--- src/rtl/i2cs_pkg.sv ---
package i2cs_pkg;

  typedef enum logic [2:0] {
    ST_IDLE,
    ST_RX,
    ST_ACK,
    ST_TX,
    ST_TXACK
  } busState_t;

  typedef enum logic [1:0] {
    PH_ADDR,
    PH_CMD,
    PH_DATA
  } phase_t;

  // strobes from control to datapath
  typedef struct packed {
    logic shiftIn;
    logic loadPtr;
    logic loadTx;
    logic shiftTx;
  } dpCtl_t;

endpackage

--- src/rtl/i2cs_line_filter.sv ---
module i2cs_line_filter #(
  parameter int LANES    = 2,
  parameter int FILT_LEN = 8
) (
  input  logic             clk,
  input  logic             rstN,
  input  logic [LANES-1:0] rawIn,
  output logic [LANES-1:0] cleanOut
);
  localparam int CW = $clog2(FILT_LEN + 1);

  for (genvar g = 0; g < LANES; g++) begin : g_lane
    logic [1:0]    syncQ;
    logic [CW-1:0] cnt;
    logic          cleanQ;

    always_ff @(posedge clk or negedge rstN) begin
      if (!rstN) begin
        syncQ  <= 2'b11;
        cnt    <= '0;
        cleanQ <= 1'b1;
      end else begin
        syncQ <= {syncQ[0], rawIn[g]};
        if (syncQ[1] == cleanQ) begin
          cnt <= '0;
        end else if (cnt == CW'(FILT_LEN - 1)) begin
          cleanQ <= syncQ[1];
          cnt    <= '0;
        end else begin
          cnt <= cnt + CW'(1);
        end
      end
    end

    assign cleanOut[g] = cleanQ;
  end

endmodule

--- src/rtl/i2cs_datapath.sv ---
module i2cs_datapath
  import i2cs_pkg::*;
#(
  parameter int PIN_W    = 3,
  parameter int NUM_REGS = 4,
  parameter logic [6-PIN_W:0] ADDR_HI = 4'b0100,
  localparam int SEL_W   = $clog2(NUM_REGS)
) (
  input  logic             clk,
  input  logic             rstN,
  input  logic             sdaF,
  input  dpCtl_t           ctl,
  input  logic [PIN_W-1:0] addrPins,
  input  logic [7:0]       rdData,
  output logic             addrMatch,
  output logic             rwBit,
  output logic             ptrZero,
  output logic             txBit,
  output logic [SEL_W-1:0] ptr,
  output logic [7:0]       rxByte
);
  logic [7:0] rxShift;
  logic [7:0] txShift;

  always_ff @(posedge clk or negedge rstN) begin
    if (!rstN) begin
      rxShift <= '0;
      txShift <= '1;
      ptr     <= '0;
    end else begin
      if (ctl.shiftIn) rxShift <= {rxShift[6:0], sdaF};
      if (ctl.loadPtr) ptr <= rxShift[SEL_W-1:0];
      if (ctl.loadTx) txShift <= rdData;
      else if (ctl.shiftTx) txShift <= {txShift[6:0], 1'b1};
    end
  end

  assign addrMatch = (rxShift[7:1] == {ADDR_HI, addrPins});
  assign rwBit     = rxShift[0];
  assign ptrZero   = (ptr == '0);
  assign txBit     = txShift[7];
  assign rxByte    = rxShift;

endmodule

--- src/rtl/i2cs_ctrl.sv ---
module i2cs_ctrl
  import i2cs_pkg::*;
(
  input  logic   clk,
  input  logic   rstN,
  input  logic   sclF,
  input  logic   sdaF,
  input  logic   addrMatch,
  input  logic   rwBit,
  input  logic   ptrZero,
  input  logic   txBit,
  output dpCtl_t ctl,
  output logic   wrStrobe,
  output logic   rdStrobe,
  output logic   sdaOe
);
  busState_t state, stateN;
  phase_t    phase, phaseN;
  logic [3:0] bitCnt, bitCntN;
  logic isRead, isReadN;
  logic masterAck, masterAckN;
  logic sclQ, sdaQ;

  logic sclRise, sclFall, startEv, stopEv;
  assign sclRise = sclF & ~sclQ;
  assign sclFall = ~sclF & sclQ;
  assign startEv = sclF & sclQ & sdaQ & ~sdaF;
  assign stopEv  = sclF & sclQ & ~sdaQ & sdaF;

  always_comb begin
    stateN     = state;
    phaseN     = phase;
    bitCntN    = bitCnt;
    isReadN    = isRead;
    masterAckN = masterAck;
    ctl        = '0;
    wrStrobe   = 1'b0;
    rdStrobe   = 1'b0;
    if (stopEv) begin
      stateN = ST_IDLE;
    end else if (startEv) begin
      stateN  = ST_RX;
      phaseN  = PH_ADDR;
      bitCntN = '0;
    end else begin
      case (state)
        ST_RX: begin
          if (sclRise && bitCnt < 4'd8) begin
            ctl.shiftIn = 1'b1;
            bitCntN     = bitCnt + 4'd1;
          end else if (sclFall && bitCnt == 4'd8) begin
            case (phase)
              PH_ADDR: begin
                if (addrMatch) begin
                  stateN  = ST_ACK;
                  isReadN = rwBit;
                end else begin
                  stateN = ST_IDLE;
                end
              end
              PH_CMD: begin
                ctl.loadPtr = 1'b1;
                stateN      = ST_ACK;
              end
              default: begin
                wrStrobe = ~ptrZero;
                stateN   = ST_ACK;
              end
            endcase
          end
        end
        ST_ACK: begin
          if (sclFall) begin
            bitCntN = '0;
            if (phase == PH_ADDR && isRead) begin
              rdStrobe   = 1'b1;
              ctl.loadTx = 1'b1;
              stateN     = ST_TX;
            end else begin
              stateN = ST_RX;
              phaseN = (phase == PH_ADDR) ? PH_CMD : PH_DATA;
            end
          end
        end
        ST_TX: begin
          if (sclFall) begin
            if (bitCnt == 4'd7) begin
              stateN = ST_TXACK;
            end else begin
              ctl.shiftTx = 1'b1;
              bitCntN     = bitCnt + 4'd1;
            end
          end
        end
        ST_TXACK: begin
          if (sclRise) begin
            masterAckN = ~sdaF;
          end else if (sclFall) begin
            if (masterAck) begin
              rdStrobe   = 1'b1;
              ctl.loadTx = 1'b1;
              stateN     = ST_TX;
              bitCntN    = '0;
            end else begin
              stateN = ST_IDLE;
            end
          end
        end
        default: ;
      endcase
    end
  end

  always_ff @(posedge clk or negedge rstN) begin
    if (!rstN) begin
      state     <= ST_IDLE;
      phase     <= PH_ADDR;
      bitCnt    <= '0;
      isRead    <= 1'b0;
      masterAck <= 1'b0;
      sclQ      <= 1'b1;
      sdaQ      <= 1'b1;
    end else begin
      state     <= stateN;
      phase     <= phaseN;
      bitCnt    <= bitCntN;
      isRead    <= isReadN;
      masterAck <= masterAckN;
      sclQ      <= sclF;
      sdaQ      <= sdaF;
    end
  end

  assign sdaOe = (state == ST_ACK) | ((state == ST_TX) & ~txBit);

endmodule

--- src/rtl/i2c_ptr_slave.sv ---
module i2c_ptr_slave
  import i2cs_pkg::*;
#(
  parameter int FILT_LEN = 8,
  parameter int PIN_W    = 3,
  parameter int NUM_REGS = 4,
  parameter logic [6-PIN_W:0] ADDR_HI = 4'b0100,
  localparam int SEL_W   = $clog2(NUM_REGS)
) (
  input  logic             clk,
  input  logic             rstN,
  input  logic             sclIn,
  input  logic             sdaIn,
  input  logic [PIN_W-1:0] addrPins,
  output logic             sdaOe,
  output logic             wrStrobe,
  output logic [SEL_W-1:0] wrSel,
  output logic [7:0]       wrData,
  output logic             rdStrobe,
  output logic [SEL_W-1:0] rdSel,
  input  logic [7:0]       rdData,
  output logic             inSample
);
  logic [1:0] cleanLines;
  logic sclF, sdaF;
  logic addrMatch, rwBit, ptrZero, txBit;
  logic [SEL_W-1:0] ptr;
  dpCtl_t ctl;

  i2cs_line_filter #(.LANES(2), .FILT_LEN(FILT_LEN)) u_filter (
    .clk(clk), .rstN(rstN), .rawIn({sdaIn, sclIn}), .cleanOut(cleanLines)
  );
  assign sclF = cleanLines[0];
  assign sdaF = cleanLines[1];

  i2cs_ctrl u_ctrl (
    .clk(clk), .rstN(rstN), .sclF(sclF), .sdaF(sdaF),
    .addrMatch(addrMatch), .rwBit(rwBit), .ptrZero(ptrZero), .txBit(txBit),
    .ctl(ctl), .wrStrobe(wrStrobe), .rdStrobe(rdStrobe), .sdaOe(sdaOe)
  );

  i2cs_datapath #(
    .PIN_W(PIN_W), .NUM_REGS(NUM_REGS), .ADDR_HI(ADDR_HI)
  ) u_dp (
    .clk(clk), .rstN(rstN), .sdaF(sdaF), .ctl(ctl), .addrPins(addrPins),
    .rdData(rdData), .addrMatch(addrMatch), .rwBit(rwBit), .ptrZero(ptrZero),
    .txBit(txBit), .ptr(ptr), .rxByte(wrData)
  );

  assign wrSel    = ptr;
  assign rdSel    = ptr;
  assign inSample = rdStrobe & ptrZero;

endmodule

--- config.mk ---
export PLATFORM = sky130hd
export DESIGN_NAME = i2c_ptr_slave
export DESIGN_NICKNAME = d
export VERILOG_FILES = /design/src/rtl/i2cs_pkg.sv /design/src/rtl/i2cs_line_filter.sv /design/src/rtl/i2cs_datapath.sv /design/src/rtl/i2cs_ctrl.sv /design/src/rtl/i2c_ptr_slave.sv
export SDC_FILE = /design/constraint.sdc
export NUM_CORES = 1
export LEC_CHECK = 0
export BUFFER_PORTS_ARGS = -buffer_cell sky130_fd_sc_hd__buf_4
export CAP_MARGIN = 40
export CORE_ASPECT_RATIO = 0.5
export CORE_MARGIN = 2
export CORE_UTILIZATION = 57
export DETAILED_ROUTE_END_ITERATION = 10
export PLACE_DENSITY = 0.86
export SYNTH_ARGS = -nofsm -noshare
export SYNTH_HDL_FRONTEND = slang
export SYNTH_SLANG_ARGS = --single-unit
--- constraint.sdc ---
create_clock -name clk -period 2.41 [get_ports clk]
set_input_delay 0.1205 -clock clk [delete_from_list [all_inputs] [get_ports clk]]
set_output_delay 0.1205 -clock clk [all_outputs]
set_load 0.02 [all_outputs]
==> results.ini <==
[timing]
min_period_over_period_pct=90.9
clock.fmax_mhz=456
tightest_slew_ns=0.545
final-setup-viol-count=0
drv_slew=0
rsz0062_at_grt=false
hold_ws_ns=0.0848
skew_ns=0.00793
slew_headroom_pct=63.3
fin_crit_ns=2.19
hold_viol=0
tns_ns=0

[clocking]
root_buffer=clkbuf_8
clk_pin_slew_worst_paths_ns=0.09
worstSkewPairLatency_ns=0.30
cts_tree=done
post_cts_buffers=0
cts_buffers=5
cts_buffer_depth=2
cts_max_level=2
clock-sinks=45

[pwr]
ir_worst_vdd_mv=0.412
p_per_area_mw_per_mm2=863
power.leakage_nw=1.27

[yosys]
ys_top_cells_by_area=dfrtp_1 (32%), dfstp_2 (18%), mux2_4 (5.2%)
yosys.area.top_type=dfrtp_1
synth-async-reset-ratio_pct=100
yosysSeqAreaShare_pct=49.8
synth_area_mm2=0.00230
ys_types=50
yosysMostFrequentCell=dfrtp_1
synth-edff-count=0
ys_top_cells_by_count=dfrtp_1 (29), inv_1 (17), dfstp_2 (16)
synth_seq_cells=45
ys.flop_type=dfrtp_1
synth_fp_nets=233
postSynthAreaPerCell_um2=10.8
synthCells=214
netlist.area_leader.share_pct=31.5
ys_warn_count=0

[drt]
drtIter0Drc=141
final_antenna_net_count=0
vias=1707
routedWlPerCell_um=14.7
drt-vias-per-instance=5.69
dr.pass1.iters=5
wl_mm=4.40
drc_errors=0

[run]
max_cap_violations=0

[layout]
area_growth_pct=16.1
num-nets-final=264
diodes=0
utilization_pct=68.8
drive_above_1_share_pct=30.9

[critical_path]
crit_fanout=10
slowest_delay_ns=0.60
start_kind=register
slowest_stage=dfstp_2
arrival_ns=2.07
crit_path_end_kind=output port
worstSetupPathType=register to output port
worstPathRequired_ns=2.29
crit_chain=or3b_2 > or2_4 > nor3_1 > buf_4

[global_routing]
grt_overflow_total=0
antenna_found_initial=0
grt_pass1_vias=1663
grt_usage_pct=20.8
grt_pass1_wl_mm=7.41
grt_max_degree=46

[floorplanning]
design.core.area_mm2=0.00388
start_util_pct=59.2
die_h_um=48.9
die_area_mm2=0.00459
die-width_um=93.9
fp-row-count=16
num_io_pins=31

[place]
port_buffers=30
hpwl_mm=3.11
place.gp.congestion=0.873

[outcome]
status=finished, final reports clean

[min_path]
hp-class=input pin to register

## worst paths after layout
| path | endpoint | cells past startpoint | startpoint | slack (ns) |
|---|---|---|---|---|
| setup / recovery | inSample | 4 | u_ctrl.sclQ | 0.22 |
| max in group asynchronous | u_filter.g_lane[1].cleanQ | 2 | rstN | 1.68 |
| setup reg to reg | u_dp.rxByte[3] | 3 | u_ctrl.state[0] | 0.31 |
| hold reg to reg | u_filter.g_lane[0].syncQ[1] | 0 | u_filter.g_lane[0].syncQ[0] | 0.36 |
| hold / removal | u_dp.txShift[0] | 3 | rdData[0] | 0.08 |
| min in group asynchronous | u_ctrl.state[0] | 2 | rstN | 0.35 |
## cell type report
| class | count | area [µm²] |
|---|---|---|
| fillers | 286 | 1210 |
| repair buffers | 35 | 270 |
| clock buffers | 7 | 96.3 |
| flip-flops and latches | 45 | 1150 |
| clock inverters | 1 | 5.00 |
| well taps | 54 | 67.6 |
| multi-input cells | 141 | 1020 |
| inverters | 17 | 63.8 |
## metal layers
metal	track usage, %	share of wire, %	vias to the layer above
met3	4.79	5.6	8
met1	27.8	45	811
li1	-	-	826
met5	0	0	-
met4	10.4	1.7	0
met2	32.3	48	62
## cell families (layout without fill, tap and decap cells)
kind of cell | Yosys count | count (layout) | share of synthesized area, %
and+or+nand+nor | 71 | 71 | 17.5
DFF | 45 | 45 | 49.8
AOI/OAI and AO/OA | 43 | 43 | 13.1
buffers and inverters | 28 | 60 | 5.87
muxes | 14 | 14 | 8.10
xor gates and xnor gates | 9 | 9 | 3.43
adders and majority gates | 4 | 4 | 2.18
## critical path, delay by kind of cell (launching register included)
family                 cells  cell delay (ns)
AND/OR/NAND/NOR            3             1.00
flip-flops                 1             0.60
buffers and inverters      1             0.17
## through the flow
| stage | setup WS, ns | total power (W) | area (µm²) | instances |
|---|---|---|---|---|
| 6_report | 0.218 | 0.00230 | 2670 | 300 |
| 5_1_grt | 0.0882 | 0.00246 | 2670 | 300 |
| 4_1_cts | 0.00989 | 0.00231 | 2670 | 300 |
| 3_5_place_dp | 0.334 | 0.00180 | 2540 | 289 |
| 3_3_place_gp | 0.366 | 0.00175 | 2540 | 289 |
| 2_1_floorplan | 0.241 | 0.00161 | 2300 | 214 |
## sequential cells by signal, summed over array words and instances, names as in the netlist
register / count
u_dp.rxByte: 8
u_dp.txShift: 8
u_filter.g_lane.cnt: 8
u_ctrl.bitCnt: 4
u_filter.g_lane.syncQ: 4
u_ctrl.state: 3
u_ctrl.phase: 2
u_dp.ptr: 2
u_filter.g_lane.cleanQ: 2
u_ctrl.isRead: 1
u_ctrl.masterAck: 1
u_ctrl.sclQ: 1
u_ctrl.sdaQ: 1
## cells in the final DEF, fill, tap and decap left out, types with 3 or more instances in the layout
| cell type | instances |
|---|---|
| nand3_1 | 8 |
| mux2_2 | 5 |
| buf_4 | 32 |
| nand2_1 | 15 |
| ha_1 | 4 |
| inv_1 | 17 |
| o221ai_1 | 7 |
| xnor2_1 | 4 |
| xor2_1 | 5 |
| nor2b_1 | 3 |
| clkbuf_8 | 7 |
| a21oi_1 | 9 |
| dfrtp_1 | 29 |
| dfstp_2 | 16 |
| nor3_1 | 8 |
| o211ai_1 | 3 |
| nor2_1 | 13 |
| mux2_4 | 8 |
| o21ai_0 | 8 |
| dlygate4sd3_1 | 3 |
| or3_1 | 3 |
| a31oi_1 | 3 |
## repair_timing
action,4_1_cts,5_1_grt
endpoints found under the setup margin,0,2
hold endpoints to repair,31,0
resized for setup,0,2
hold buffers,3,0
## where the power goes
group,internal (W),switching [W]
clock,0.000259,0.000254
combinational,0.000280,0.000325
sequential,0.000998,0.000188
total,0.00154,0.000767
Note: power is estimated with default switching activity, not from simulation.
